===== config.mk =====
export PLATFORM = sky130hd
export DESIGN_NAME = sdram_burst_colgen
export DESIGN_NICKNAME = d
export VERILOG_FILES = /design/src/rtl/colgen_pkg.sv /design/src/rtl/colgen_mode_reg.sv /design/src/rtl/colgen_seq.sv /design/src/rtl/colgen_lat_pipe.sv /design/src/rtl/sdram_burst_colgen.sv
export SDC_FILE = /design/constraint.sdc
export NUM_CORES = 1
export LEC_CHECK = 0
export BUFFER_PORTS_ARGS = -buffer_cell sky130_fd_sc_hd__buf_2
export CAP_MARGIN = 0
export CORE_UTILIZATION = 40
export CTS_CLUSTER_DIAMETER = 30
export DETAILED_ROUTE_END_ITERATION = 16
export PLACE_DENSITY = 0.57
export SYNTH_ARGS = -nofsm -noshare
export SYNTH_HDL_FRONTEND = slang
export SYNTH_HIERARCHICAL = 1
export SYNTH_SLANG_ARGS = --single-unit

===== constraint.sdc =====
create_clock -name clk -period 5 [get_ports clk]
set_clock_uncertainty 0.15 [all_clocks]
set_input_delay 1 -clock clk [delete_from_list [all_inputs] [get_ports clk]]
set_output_delay 1 -clock clk [all_outputs]
set_load 0.01 [all_outputs]

===== src/rtl/colgen_pkg.sv =====
package colgen_pkg;

    typedef enum logic [1:0] {
        ST_IDLE  = 2'd0,
        ST_BURST = 2'd1,
        ST_PAGE  = 2'd2
    } beat_state_e;

    typedef struct packed {
        logic [2:0] len_code;
        logic       ilv;
        logic       cl3;
        logic       wr_single;
    } burst_mode_t;

    localparam logic [2:0] LEN_CODE_PAGE    = 3'd7;
    localparam logic [2:0] LEN_CODE_MAX_POW = 3'd3;

endpackage


===== src/rtl/colgen_mode_reg.sv =====
module colgen_mode_reg
    import colgen_pkg::*;
(
    input  logic        clk,
    input  logic        rst_n,
    input  logic        load,
    input  logic        busy,
    input  burst_mode_t mode_in,
    output burst_mode_t mode_q
);

    always_ff @(posedge clk or negedge rst_n) begin
        if (!rst_n) begin
            mode_q <= '0;
        end else if (load && !busy) begin
            mode_q <= mode_in;
        end
    end

    // Settings must not move while a burst is running
    assert_mode_frozen_R2: assert property (@(posedge clk) disable iff (!rst_n)
        busy |=> $stable(mode_q));

endmodule


===== src/rtl/colgen_seq.sv =====
module colgen_seq
    import colgen_pkg::*;
#(
    parameter int COL_W = 8
) (
    input  logic             clk,
    input  logic             rst_n,
    input  burst_mode_t      mode,
    input  logic             start,
    input  logic             write,
    input  logic [COL_W-1:0] col_in,
    input  logic             stop,
    output logic [COL_W-1:0] col_o,
    output logic             col_valid,
    output logic             wr_beat,
    output logic             rd_beat,
    output logic             done,
    output logic             busy
);

    beat_state_e      state_q;
    logic [COL_W-1:0] st_q;
    logic [COL_W-1:0] beat_q;
    logic [COL_W-1:0] mask_q;
    logic             ilv_q;
    logic             wr_q;
    logic             done_q;

    logic [COL_W-1:0] nxt_mask;
    logic             nxt_page;

    // Effective length of a burst started now
    always_comb begin
        nxt_mask = '0;
        nxt_page = 1'b0;
        if (mode.len_code == LEN_CODE_PAGE) begin
            nxt_page = 1'b1;
        end else if (mode.len_code <= LEN_CODE_MAX_POW) begin
            nxt_mask = (COL_W'(1) << mode.len_code) - COL_W'(1);
        end
        if (write && mode.wr_single) begin
            nxt_mask = '0;
            nxt_page = 1'b0;
        end
    end

    // State register
    always_ff @(posedge clk or negedge rst_n) begin
        if (!rst_n) begin
            state_q <= ST_IDLE;
            st_q    <= '0;
            beat_q  <= '0;
            mask_q  <= '0;
            ilv_q   <= 1'b0;
            wr_q    <= 1'b0;
            done_q  <= 1'b0;
        end else begin
            done_q <= 1'b0;
            if (start) begin
                state_q <= nxt_page ? ST_PAGE : ST_BURST;
                st_q    <= col_in;
                beat_q  <= '0;
                mask_q  <= nxt_mask;
                ilv_q   <= mode.ilv;
                wr_q    <= write;
            end else begin
                unique case (state_q)
                    ST_IDLE: begin
                    end
                    ST_BURST: begin
                        if (stop || (beat_q == mask_q)) begin
                            state_q <= ST_IDLE;
                            done_q  <= 1'b1;
                        end else begin
                            beat_q <= beat_q + COL_W'(1);
                        end
                    end
                    ST_PAGE: begin
                        if (stop) begin
                            state_q <= ST_IDLE;
                            done_q  <= 1'b1;
                        end else begin
                            beat_q <= beat_q + COL_W'(1);
                        end
                    end
                    default: begin
                        state_q <= ST_IDLE;
                    end
                endcase
            end
        end
    end

    // Outputs
    always_comb begin
        busy      = (state_q != ST_IDLE);
        col_valid = busy;
        wr_beat   = busy && wr_q;
        rd_beat   = busy && !wr_q;
        done      = done_q;
        unique case (state_q)
            ST_PAGE:  col_o = st_q + beat_q;
            ST_BURST: col_o = ilv_q
                ? ((st_q & ~mask_q) | ((st_q ^ beat_q) & mask_q))
                : ((st_q & ~mask_q) | ((st_q + beat_q) & mask_q));
            default:  col_o = '0;
        endcase
    end

    assert_first_beat_R4: assert property (@(posedge clk) disable iff (!rst_n)
        $past(start && rst_n) |-> (col_valid && (col_o == $past(col_in))));

    assert_page_step_R7: assert property (@(posedge clk) disable iff (!rst_n)
        ((state_q == ST_PAGE) && $past(state_q == ST_PAGE) && !$past(start))
            |-> (col_o == COL_W'($past(col_o) + COL_W'(1))));

    assert_done_after_beat_R9: assert property (@(posedge clk) disable iff (!rst_n)
        done |-> $past(busy));

    assert_done_single_R9: assert property (@(posedge clk) disable iff (!rst_n)
        done |=> !done);

endmodule


===== src/rtl/colgen_lat_pipe.sv =====
module colgen_lat_pipe #(
    parameter int MAX_LAT = 3
) (
    input  logic clk,
    input  logic rst_n,
    input  logic beat_rd,
    input  logic lat_hi,
    output logic rd_valid
);

    localparam int DEPTH = MAX_LAT - 1;

    logic [DEPTH-1:0] sh_q;

    for (genvar i = 0; i < DEPTH; i++) begin : g_stage
        always_ff @(posedge clk or negedge rst_n) begin
            if (!rst_n) begin
                sh_q[i] <= 1'b0;
            end else if (i == 0) begin
                sh_q[i] <= beat_rd;
            end else begin
                sh_q[i] <= sh_q[(i == 0) ? 0 : i - 1];
            end
        end
    end

    assign rd_valid = lat_hi ? sh_q[DEPTH-1] : sh_q[DEPTH-2];

    // The read strobe never appears without a read beat in the window before it
    assert_rd_has_source_R11: assert property (@(posedge clk) disable iff (!rst_n)
        rd_valid |-> ($past(beat_rd) || $past(beat_rd, 2)));

endmodule


===== src/rtl/sdram_burst_colgen.sv =====
module sdram_burst_colgen
    import colgen_pkg::*;
#(
    parameter int COL_W   = 8,
    parameter int MAX_LAT = 3
) (
    input  logic             clk,
    input  logic             rst_n,
    input  logic             mode_load,
    input  logic [2:0]       mode_len,
    input  logic             mode_ilv,
    input  logic             mode_cl3,
    input  logic             mode_wr_single,
    input  logic             cmd_start,
    input  logic             cmd_write,
    input  logic [COL_W-1:0] cmd_col,
    input  logic             cmd_stop,
    output logic [COL_W-1:0] col_out,
    output logic             col_valid,
    output logic             burst_done,
    output logic             rd_data_valid,
    output logic             wr_data_valid
);

    burst_mode_t mode_in;
    burst_mode_t mode_q;
    logic        busy;
    logic        rd_beat;
    logic        wr_beat;

    assign mode_in = '{len_code: mode_len, ilv: mode_ilv, cl3: mode_cl3, wr_single: mode_wr_single};

    colgen_mode_reg u_mode (
        .clk     (clk),
        .rst_n   (rst_n),
        .load    (mode_load),
        .busy    (busy),
        .mode_in (mode_in),
        .mode_q  (mode_q)
    );

    colgen_seq #(.COL_W(COL_W)) u_seq (
        .clk       (clk),
        .rst_n     (rst_n),
        .mode      (mode_q),
        .start     (cmd_start),
        .write     (cmd_write),
        .col_in    (cmd_col),
        .stop      (cmd_stop),
        .col_o     (col_out),
        .col_valid (col_valid),
        .wr_beat   (wr_beat),
        .rd_beat   (rd_beat),
        .done      (burst_done),
        .busy      (busy)
    );

    colgen_lat_pipe #(.MAX_LAT(MAX_LAT)) u_lat (
        .clk      (clk),
        .rst_n    (rst_n),
        .beat_rd  (rd_beat),
        .lat_hi   (mode_q.cl3),
        .rd_valid (rd_data_valid)
    );

    assign wr_data_valid = wr_beat;

endmodule


== Word level (Yosys, flattened, before mapping) ==
Cells that the tools add are included.
Operators by class
  bitwise operators: 7
  $lt $le $gt $ge: 1
  shift operators: 1
  $add $sub $neg: 3
  reduce and logical (&&, ||, !) cells: 12
  mux-type cells: 21
  eq/ne operators: 9
Operators with widths (number)
  2-to-1 mux 8 bit: 7
  one-hot mux 8 bit (2 select lines): 2
  AND 8 bit: 3
  bitwise OR 8 bit: 2
  inequality test 3 bit, second input constant: 3
  adder 8 x 1 -> 8 bit, second input constant: 1
  adder 8 bit: 1
  == test 8 bit: 1
  2-to-1 mux 2 bit: 4
  NOT 8 bit: 1
  left shift 1 x 3 -> 8 bit, first input constant: 1
  subtractor 8 x 2 -> 8 bit, second input constant: 1
  XOR 8 bit: 1
  2-to-1 mux 1 bit: 6
  one-hot mux 2 bit (3 select lines): 1
  AND reduction 3 bit: 2
  logical AND 1 bit: 4
  == test 3 bit, second input constant: 1
  less-or-equal comparator 3 x 2 -> 1 bit, second input constant: 1
  inequality test 3 x 2 -> 1 bit, second input constant: 1
  nonzero test 3 bit: 1
  == test 2 x 1 -> 1 bit, second input constant: 1
  == test 2 bit, second input constant: 1
  logical NOT 1 bit: 2
  other kinds (5): 5
Word-level totals
  register bits after elaboration: 37
  word-level logic and storage cells: 67

== Depth between registers and ports, before layout ==
Gate-level depths: netlist of the first run.
  depth in word-level cells: 5
  depth in mapped cells: 8
  mapped depth without buffers: 8

== Hierarchy ==
Netlist of the first run, hierarchy kept.
By module, submodules not included
  colgen_seq: cells an instance 230, instances 1, area an instance 2108.3 um^2
  colgen_mode_reg: cells an instance 14, instances 1, area an instance 265.3 um^2
  colgen_lat_pipe: cells an instance 3, instances 1, area an instance 65.1 um^2

== Worst setup path after synthesis of the first run ==
OpenSTA, ideal clock, no wires.
  kind: register -> output
  start: register u_seq.beat_q[0]
  end: output col_out[6]
  data arrival time: 1.943 ns
  cell stages (with the launch flop): 9
  path slack: 1.907 ns
  path through: dfrtp_1 -> ha_1 -> inv_1 -> fa_1 -> nor2b_1 -> o21a_1 -> o211a_1 -> o31a_1 -> o31ai_1
Between the ends
  word-level cells in the longest chain between the ends: 5
RTL lines
  start: declaration: line colgen_seq.sv:23  | logic [COL_W-1:0] beat_q;
  start signal: assignment: line colgen_seq.sv:75  | beat_q <= beat_q + COL_W'(1);
  start signal: assignment: line colgen_seq.sv:83  | beat_q <= beat_q + COL_W'(1);
  adder 8 bit (*): line colgen_seq.sv:102, colgen_seq.sv:105
  AND 8 bit: line colgen_seq.sv:105  | : ((st_q & ~mask_q) | ((st_q + beat_q) & mask_q));
  bitwise OR 8 bit: line colgen_seq.sv:105
  2-to-1 mux 8 bit: line colgen_seq.sv:104  | ? ((st_q & ~mask_q) | ((st_q ^ beat_q) & mask_q))
  one-hot mux 8 bit (2 select lines) (*): line colgen_seq.sv:101  | unique case (state_q)
  end: declaration: line sdram_burst_colgen.sv:18  | output logic [COL_W-1:0] col_out,
Every way passes the cells marked *; elsewhere a longest branch is shown, timed or not.

== Worst setup path in the final report of the first run ==
Ends and elaborated chain as after synthesis.

==> results of run 1 <==
Yosys cell counts (all sizes together) (4+ instances only):
library cell   n  share of area [%]
xor2           9                3.5
nor2b         13                3.6
xnor2         11                4.0
o22ai          4                1.0
a31oi          6                1.8
buf            5                1.4
dfrtp         37                 38
a21oi         14                2.9
nand3          6                1.4
inv           15                2.3
o21ai         14                2.9
ha            12                6.2
nor2          20                3.1
nand2         12                1.8
mux2          16                8.6
clkbuf         7                1.1
path summary, 6_finish.rpt:
| kind | endpoint | slack [ns] |
|---|---|---|
| max | col_out[6] | 1.45 |
| min | u_lat/sh_q[1] | 0.24 |
| max reg2reg | u_seq/beat_q[7] | 2.44 |
| min reg2reg | u_lat/sh_q[1] | 0.24 |
| max in group asynchronous | u_lat/sh_q[0] | 3.52 |
| min in group asynchronous | u_seq/st_q[7] | 0.66 |
power groups by stage:
stage               Combinational (W)  Sequential, W  Clock [W]
finish                       0.000608       0.000458   0.000262
global placement             0.000606       0.000461          0
floorplan                    0.000480       0.000433          0
CTS                          0.000616       0.000458   0.000273
global route                 0.000675       0.000470   0.000286
detailed placement           0.000612       0.000463          0
state kept, by name, indices dropped and copies added (netlist names), 2 cells and up:
| register | flops |
|---|---|
| u_seq/beat_q | 8 |
| u_seq/mask_q | 8 |
| u_seq/st_q | 8 |
| u_mode/mode_q | 6 |
| u_lat/sh_q | 2 |
| u_seq/state_q | 2 |
kinds of logic (layout without fill, tap and decap cells):
kind of cell	count (synthesis)	count (layout)	synth area share (%)
AO/OA/AOI/OAI	62	62	16.6
XOR/XNOR	20	20	7.49
adder cells (fa/ha/maj)	13	13	6.98
buffers and inverters	27	54	4.77
flip-flops	37	37	38.0
multiplexers	18	18	9.44
AND/OR/NAND/NOR	70	70	16.7
cell type report:
cell class	count	area, um2
clock inverters	2	38.8
fillers	600	3150
clock buffers	6	72.6
inverters	15	56.3
well taps	75	93.8
multi-input cells	183	1400
repair buffers	31	155
flip-flops and latches	37	926
metal layers:
layer  vias to the layer above  routed length [um]  part of all wire, %  track usage [%]
li1                        925                   -                    -                -
met1                       915                2570                   48             25.6
met2                        62                2480                   46             29.5
met3                         2                 320                  5.9             3.86
met4                         0                  27                 0.50             5.54
met5                         -                   0                    0                0
worst max-delay path, delay by kind of cell (launching register included):
family | cells | cell delay, ns
adder cells (fa/ha/maj) | 2 | 0.47
AO/OA/AOI/OAI | 4 | 0.89
flip-flops | 1 | 0.45
AND/OR/NAND/NOR | 1 | 0.06
buffers and inverters | 2 | 0.24
per-stage QoR:
stage | util (%) | area, um2 | hold slack (ns) | cells | worst slack (ns)
floorplan | - | 2440 | 0.204 | 247 | 1.91
global placement | 44.6 | 2630 | 0.213 | 341 | 1.79
detailed placement | 44.6 | 2630 | 0.226 | 341 | 1.77
CTS | 46.5 | 2740 | 0.243 | 349 | 1.43
global route | 46.5 | 2740 | 0.260 | 349 | 1.26
finish | 46.5 | 2740 | 0.236 | 349 | 1.45
cells in the final DEF (no fill, tap or decap), types with 8 or more instances in the layout:
cell type	synthesis	final
xor2_1	8	8
dfrtp_1	37	37
o21ai_0	14	14
buf_2	3	31
ha_1	12	12
xnor2_1	11	11
nand2_1	12	12
a21oi_1	14	14
nor2b_1	12	12
mux2_4	8	8
nor2_1	20	20
mux2_2	8	8
inv_1	15	15
==> flow_summary.toml, run 1 <==
[place]
port_buffers = 31
place_hpwl_um = 3900
place_congestion = 0.840

[global_routing]
grt_pass1_vias = 1835
grt_pass1_wl_um = 9050
grt_max_degree = 38
overflow = 0
antenna_found_initial = 0
grt.total_usage_pct = 18.7

[critical_path]
critical_path_arrival_ns = 2.40
critical_path_class = "reg2out"
startpoint = "u_seq/beat_q[0]"
crit_path_max_fanout = 5
worst_setup_path_end_kind = "output pin"
cp_slowest_cell = "dfrtp_1"
cpPeakStageDelay_ns = 0.45
r2r.worst_path.cells = 7
cp_cell_sequence = "ha_1, inv_1, fa_1, nor2b_1, o21a_1, o211a_1, o31a_1, o31ai_1, buf_2"
cp.required_ns = 3.85
start_kind = "flip-flop"
r2r_start = "u_seq/state_q[1]"

[outcome]
outcome = "complete, no violations"

[cells_and_area]
layout.nets = 306
final_layout_size_suffix_gt1_share_pct = 22.6
area_growth_pct = 12.3
antennaDiodeCount = 0

[clock_tree]
path_clk_slew_ns = 0.08
cts_buffers = 5
clock_path_buffers = 2
cts_resized = 0
post_cts_buffers = 0
clock_sinks = 37
clk_root_buffer_cell = "clkbuf_8"
insertion_delay_ns = 0.29
tritoncts = "done"
ctsHoldBuffers = 0
htree_num_levels = 2

[logic_synthesis]
syn_area_per_cell_um2 = 9.87
ys_types = 55
yosysWarningCount = 6
synthArstFlopShare_pct = 100
synthCells = 247
synth-seq-cells = 37
synth_edf_count = 0
synth_ff_type = "dfrtp_1"
seq_area_frac_synth_pct = 38.0
synthesis.area_um2 = 2440
synth_nets = 280

[die]
floorplan.io_pins = 32
chipWidth_um = 80.1
dieArea_um2 = 6410
die_height_um = 80.1
rows = 28
start_util_pct = 41.4
core_area_um2 = 5890

[timing]
tns_ns = 0
slew_viol_final = 0
setup_viol = 0
max_slew.worst_pin.slew_ns = 0.833
fin_crit_sh_pct = 71.0
min_period_ns = 3.55
grt_setup_unrepaired = "false"
final_hold_viol_count = 0
fmax_mhz = 282
slew_headroom_pct = 44.5

[drt]
drt_pass1_iterations = 5
viasPerCell = 5.46
wl_per_cell_um = 15.5
drt_iter0_drc = 137
antenna_left = 0
drcViolationCount = 0
vias = 1904
postRouteWirelength_um = 5400

[power]
power_w = 0.00133
powerDensity_nw_per_um2 = 484
switchingPower_w = 0.000525
clockPowerShare_pct = 19.7
seq_power_share_pct = 34.5
intPower_w = 0.000801
swShare_pct = 39.6
comb_power_share_pct = 45.8
total_leakage_power_nw = 1.26
peakVddDrop_mv = 0.241

[worst_hold_path]
whs_path_depth = 0
min-delay-start = "u_lat/sh_q[0]"
hold_class = "reg2reg"

[run]
maxCapViolCount = 0
(Power assumes the default switching activity.)
==> run 2: changes to the inputs <==
--- a/config.mk
+++ b/config.mk
@@ -5,6 +5,7 @@
 export SDC_FILE = /design/constraint.sdc
 export NUM_CORES = 1
 export LEC_CHECK = 0
+export ABC_AREA = 1
 export BUFFER_PORTS_ARGS = -buffer_cell sky130_fd_sc_hd__buf_2
 export CAP_MARGIN = 0
 export CORE_UTILIZATION = 40
==> constraint.sdc (replaced) <==
create_clock -name clk -period 3.64 [get_ports clk]
set_clock_uncertainty 0.15 [all_clocks]
set_input_delay 0.728 -clock clk [delete_from_list [all_inputs] [get_ports clk]]
set_output_delay 0.728 -clock clk [all_outputs]
set_load 0.01 [all_outputs]
==> flow_summary.toml, run 2 <==
[outcome]
outcome = "complete, no violations"

[die]
start_util_pct = 41.6
dieArea_um2 = 6510
core_area_um2 = 5960
die_height_um = 80.7
floorplan.io_pins = 32
rows = 28
chipWidth_um = 80.7

[clock_tree]
clock_sinks = 37
cts_resized = 0
post_cts_buffers = 0
path_clk_slew_ns = 0.08
ctsHoldBuffers = 0
htree_num_levels = 2
clock_path_buffers = 2
tritoncts = "done"
cts_buffers = 5
insertion_delay_ns = 0.29
clk_root_buffer_cell = "clkbuf_8"

[critical_path]
cp_cell_sequence = "ha_1, inv_1, fa_1, inv_1, nand3_1, nand3_1, xor2_1, nand2_1, nand2_1, nand2_1, a21oi_1, buf_2"
start_kind = "flip-flop"
critical_path_class = "reg2out"
cp.required_ns = 2.76
critical_path_arrival_ns = 2.23
cp_common_cell = "nand2_1"
crit_path_max_fanout = 4
worst_setup_path_end_kind = "output pin"
cpPeakStageDelay_ns = 0.41
cp_num_buf_inv = 3
cp_slowest_cell = "dfrtp_1"
cpLargestDelayFamily = "adder cells"

[logic_synthesis]
synth_largest_area_cell = "dfrtp_1"
synth_top_area_share_pct = 37.4
syn_area_per_cell_um2 = 7.22
synthCells = 343
yosysMostFrequentCell = "nand2_1"
synth_ff_type = "dfrtp_1"
synthesis.area_um2 = 2480
synth_commonest_cells = "99 x nand2_1, 47 x inv_1, 37 x dfrtp_1, 28 x a21oi_1, 28 x nand3_1"
synthTopCellsByArea = "dfrtp_1 37%, nand2_1 15%, inv_1 7.1%, ha_1 6.1%, a21oi_1 5.7%"
synth_edf_count = 0
ys_types = 35
yosysWarningCount = 6
synth-seq-cells = 37
synthArstFlopShare_pct = 100
seq_area_frac_synth_pct = 37.4
synth_nets = 376

[global_routing]
grt_max_degree = 38
overflow = 0
grt_pass1_wl_um = 9880
grt.total_usage_pct = 20.5
grt_pass1_vias = 2005
antenna_found_initial = 0

[timing]
setup_viol = 0
fin_ws_ns = 0.528
tns_ns = 0
slew_headroom_pct = 43.8
fin_crit_sh_pct = 85.5
fmax_mhz = 321
grt_setup_unrepaired = "false"
max_slew.worst_pin.slew_ns = 0.842
final_hold_viol_count = 0
slew_viol_final = 0
min_period_ns = 3.11

[cells_and_area]
final_layout_size_suffix_gt1_share_pct = 16.7
area_growth_pct = 12.4
reg_top3 = "u_seq/beat_q (8), u_seq/mask_q (8), u_seq/st_q (8)"
layout.nets = 409
n_fill_cell = 619
antennaDiodeCount = 0
layout_commonest_cell = "nand2_1"
final_cell_mix = "99 x nand2_1, 47 x inv_1, 37 x dfrtp_1"
ff_latch_area_um2 = 926
stdcell_count = 452
multi_input_area_um2 = 1300

[run]
maxCapViolCount = 0

[power]
total_leakage_power_nw = 1.47
switchingPower_w = 0.000640
peakVddDrop_mv = 0.322
comb_power_share_pct = 42.0
powerDensity_nw_per_um2 = 539
seq_power_share_pct = 39.0
swShare_pct = 42.6
clockPowerShare_pct = 19.0
intPower_w = 0.000861

[drt]
vias = 2213
viasPerCell = 4.90
drcViolationCount = 0
antenna_left = 0
drt_iter0_drc = 135
drt_pass1_iterations = 4
wl_per_cell_um = 13.1
postRouteWirelength_um = 5920

[place]
place_ws_ns = 0.844
place_hpwl_um = 4430
place_congestion = 0.824
placed_cells = 444
port_buffers = 31

[worst_hold_path]
hold_class = "reg2reg"
==> run 2: changes by cell type after synthesis, sizes merged, moves of 4 or more <==
cell	change
a21oi	+15
clkbuf	-4
nand3	+25
a31oi	-6
xor2	-6
nor2b	-13
mux2	-16
inv	+40
nand2	+89
nand4	+5
o21ai	+8
xnor2	-4
==> run 2: metal layers <==
metal	wire length [um]	track usage (%)	up-vias
li1	-	-	1165
met1	2890	28.2	1014
met2	2800	32.9	30
met3	183	3.30	4
met4	50	6.07	0
met5	0	0	-
==> run 2: through the flow <==
| stage | hold WS (ns) | util, % | power, W | area, um2 |
|---|---|---|---|---|
| final | 0.230 | 46.7 | 0.00150 | 2780 |
| after global routing | 0.248 | 46.7 | 0.00164 | 2780 |
| after CTS | 0.234 | 46.7 | 0.00151 | 2780 |
| after detailed placement | 0.225 | 45.4 | 0.00123 | 2700 |
| after global placement | 0.206 | 45.4 | 0.00122 | 2700 |
| after floorplan | 0.204 | - | 0.00103 | 2480 |
==> run 2: final cells by class <==
cell class                 count  share of cell area (%)
clock buffer                   6                    2.61
sequential                    37                    33.3
tap                           75                    3.37
inverter                      56                    7.64
clock inverter                 2                   0.360
multi-input combinational    243                    46.7
timing repair buffer          33                    6.11
==> run 2: worst paths after layout <==
kind	end	start	slack, ns	cells past startpoint
worst max-delay path	col_out[4]	u_seq/beat_q[0]	0.53	12
worst min-delay path	u_lat/sh_q[1]	u_lat/sh_q[0]	0.23	0
worst max register to register	u_seq/beat_q[5]	u_seq/state_q[1]	1.81	9
worst min register to register	u_lat/sh_q[1]	u_lat/sh_q[0]	0.23	0
max in group asynchronous	u_seq/st_q[3]	rst_n	2.42	1
min in group asynchronous	u_seq/beat_q[5]	rst_n	0.38	1
==> run 2: worst reg2reg max path: stages, from the launching register on <==
cell and delay (ns):
dfrtp_1 0.40, inv_1 0.08, ha_1 0.34, inv_2 0.18, a21oi_2 0.20, nand2_4 0.11
inv_4 0.08, nand3_1 0.06, nand2_1 0.08, nor2_2 0.04
==> run 2: power groups by stage <==
stage	clock network, W	registers [W]	logic, W
6_report	0.000285	0.000585	0.000631
5_1_grt	0.000315	0.000599	0.000726
4_1_cts	0.000293	0.000585	0.000636
3_5_place_dp	0	0.000593	0.000633
3_3_place_gp	0	0.000592	0.000628
2_1_floorplan	0	0.000564	0.000469
==> run 2: kinds of logic (layout without fill, tap and decap cells) <==
logic type | after synthesis | in the layout | share of synthesized area (%)
AND/OR/NAND/NOR | 163 | 163 | 29.7
adder cells (fa/ha/maj) | 13 | 13 | 6.87
AO/OA/AOI/OAI | 57 | 57 | 12.3
buffers and inverters | 63 | 97 | 10.2
flip-flops | 37 | 37 | 37.4
XOR/XNOR | 10 | 10 | 3.54
==> run 3: changes to the inputs <==
--- a/config.mk
+++ b/config.mk
@@ -11,7 +11,7 @@
 export CORE_UTILIZATION = 40
 export CTS_CLUSTER_DIAMETER = 30
 export DETAILED_ROUTE_END_ITERATION = 16
-export PLACE_DENSITY = 0.57
+export PLACE_DENSITY_LB_ADDON = 0.1
 export SYNTH_ARGS = -nofsm -noshare
 export SYNTH_HDL_FRONTEND = slang
 export SYNTH_HIERARCHICAL = 1
==> flow_summary.toml, run 3 (synthesis gave the netlist of run 2 again) <==
[outcome]
outcome = "complete, no violations"

[clock_tree]
insertion_delay_ns = 0.29
tritoncts = "done"
clock_sinks = 37
ctsHoldBuffers = 0
cts_buffers = 5
clock_path_buffers = 2
post_cts_buffers = 0
clk_root_buffer_cell = "clkbuf_8"
htree_num_levels = 2
path_clk_slew_ns = 0.08
cts_resized = 0

[worst_hold_path]
hold_class = "reg2reg"
hold_path_end = "u_lat/sh_q[1]"
min-delay-start = "u_lat/sh_q[0]"
whs_path_depth = 0

[place]
place_area_um2 = 2700
placed_cells = 444
place_congestion = 0.829
place_hpwl_um = 4440
port_buffers = 31

[cells_and_area]
ff_latch_area_um2 = 926
stdcell_area_um2 = 2780
area_growth_pct = 12.4
stdcell_count = 452
final_cell_mix = "99 x nand2_1, 47 x inv_1, 37 x dfrtp_1"
reg_top3 = "u_seq/beat_q (8), u_seq/mask_q (8), u_seq/st_q (8)"
n_fill_cell = 626
layout.nets = 409
antennaDiodeCount = 0
layout_commonest_cell = "nand2_1"
final_layout_size_suffix_gt1_share_pct = 16.7
multi_input_area_um2 = 1300

[timing]
slew_viol_final = 0
max_slew.worst_pin.slew_ns = 0.844
grt_setup_unrepaired = "false"
fin_crit_sh_pct = 85.1
fmax_mhz = 323
min_period_ns = 3.10
tns_ns = 0
slew_headroom_pct = 43.7
final_hold_viol_count = 0
setup_viol = 0

[global_routing]
grt_pass1_wl_um = 9940
overflow = 0
antenna_found_initial = 0
grt_pass1_vias = 2061
grt.total_usage_pct = 20.6
grt_max_degree = 38

[die]
chipWidth_um = 80.7
die_height_um = 80.7
rows = 28
core_area_um2 = 5960
dieArea_um2 = 6510
floorplan.io_pins = 32
start_util_pct = 41.6

[drt]
drcViolationCount = 0
antenna_left = 0
postRouteWirelength_um = 5950
drt_iter0_drc = 68
viasPerCell = 4.89
drt_pass1_iterations = 4
vias = 2211
wl_per_cell_um = 13.2

[power]
peakVddDrop_mv = 0.306
seq_power_share_pct = 39.1
swShare_pct = 42.6
powerDensity_nw_per_um2 = 539
intPower_w = 0.000861
clockPowerShare_pct = 18.8
total_leakage_power_nw = 1.47
switchingPower_w = 0.000639
comb_power_share_pct = 42.1

[critical_path]
cp_num_buf_inv = 3
cpLargestDelayFamily = "adder cells"
cp_cell_sequence = "ha_1, inv_1, fa_1, inv_1, nand3_1, nand3_1, xor2_1, nand2_1, nand2_1, nand2_1, a21oi_1, buf_2"
cp_slowest_cell = "dfrtp_1"
worst_setup_path_end_kind = "output pin"
r2r_start = "u_seq/state_q[1]"
cpPeakStageDelay_ns = 0.40
r2r.worst_path.cells = 9
start_kind = "flip-flop"
cp_common_cell = "nand2_1"
cp.required_ns = 2.76
critical_path_class = "reg2out"
crit_path_max_fanout = 4
r2r_setup_slack_ns = 1.82
critical_path_arrival_ns = 2.22
r2r-end = "u_seq/beat_q[2]"

[run]
maxCapViolCount = 0
==> run 3: worst max-delay path by stage <==
stage / startpoint / depth (start not counted) / end
detailed placement: u_seq/beat_q[0] / 12 / col_out[4]
global placement: u_seq/beat_q[0] / 12 / col_out[4]
floorplan: u_seq/beat_q[0] / 11 / col_out[4]
finish: u_seq/beat_q[0] / 12 / col_out[4]
CTS: u_seq/beat_q[0] / 12 / col_out[4]
global route: u_seq/beat_q[0] / 12 / col_out[4]
==> run 3: worst reg2reg max path, cell delays in order, from the launching register on <==
cell and delay, ns:
dfrtp_1 0.39, inv_1 0.08, ha_1 0.34, inv_2 0.18, a21oi_2 0.20, nand2_4 0.11
inv_4 0.08, nand3_1 0.06, nand2_1 0.08, nor2_2 0.04
==> run 3: layout make-up <==
cell class	instances	area share [%]
Tap cell	75	3.37
Clock inverter	2	0.360
Clock buffer	6	2.61
Inverter	56	7.64
Sequential cell	37	33.3
Timing Repair Buffer	33	6.11
Multi-Input combinational cell	243	46.7
==> run 3: power groups by stage <==
stage,sequential [W],combinational (W),clock (W)
2_1_floorplan,0.000564,0.000469,0
3_3_place_gp,0.000593,0.000633,0
3_5_place_dp,0.000594,0.000637,0
4_1_cts,0.000587,0.000639,0.000295
5_1_grt,0.000601,0.000726,0.000314
6_report,0.000586,0.000631,0.000283
==> run 3: metal layers <==
metal,global-route usage [%],wire (um),part of all wire [%],up-vias
met2,33.4,2780,47,41
met4,6.07,61,1.0,0
li1,-,-,-,1159
met3,3.75,211,3.5,6
met5,0,0,0,-
met1,27.8,2890,49,1005
==> run 3: metrics by stage <==
stage | total power (W) | utilization, % | hold WS [ns] | worst slack (ns)
detailed placement | 0.00123 | 45.4 | 0.211 | 0.846
global placement | 0.00123 | 45.4 | 0.207 | 0.853
finish | 0.00150 | 46.7 | 0.226 | 0.542
global route | 0.00164 | 46.7 | 0.234 | 0.300
CTS | 0.00152 | 46.7 | 0.229 | 0.513
floorplan | 0.00103 | - | 0.204 | 1.04
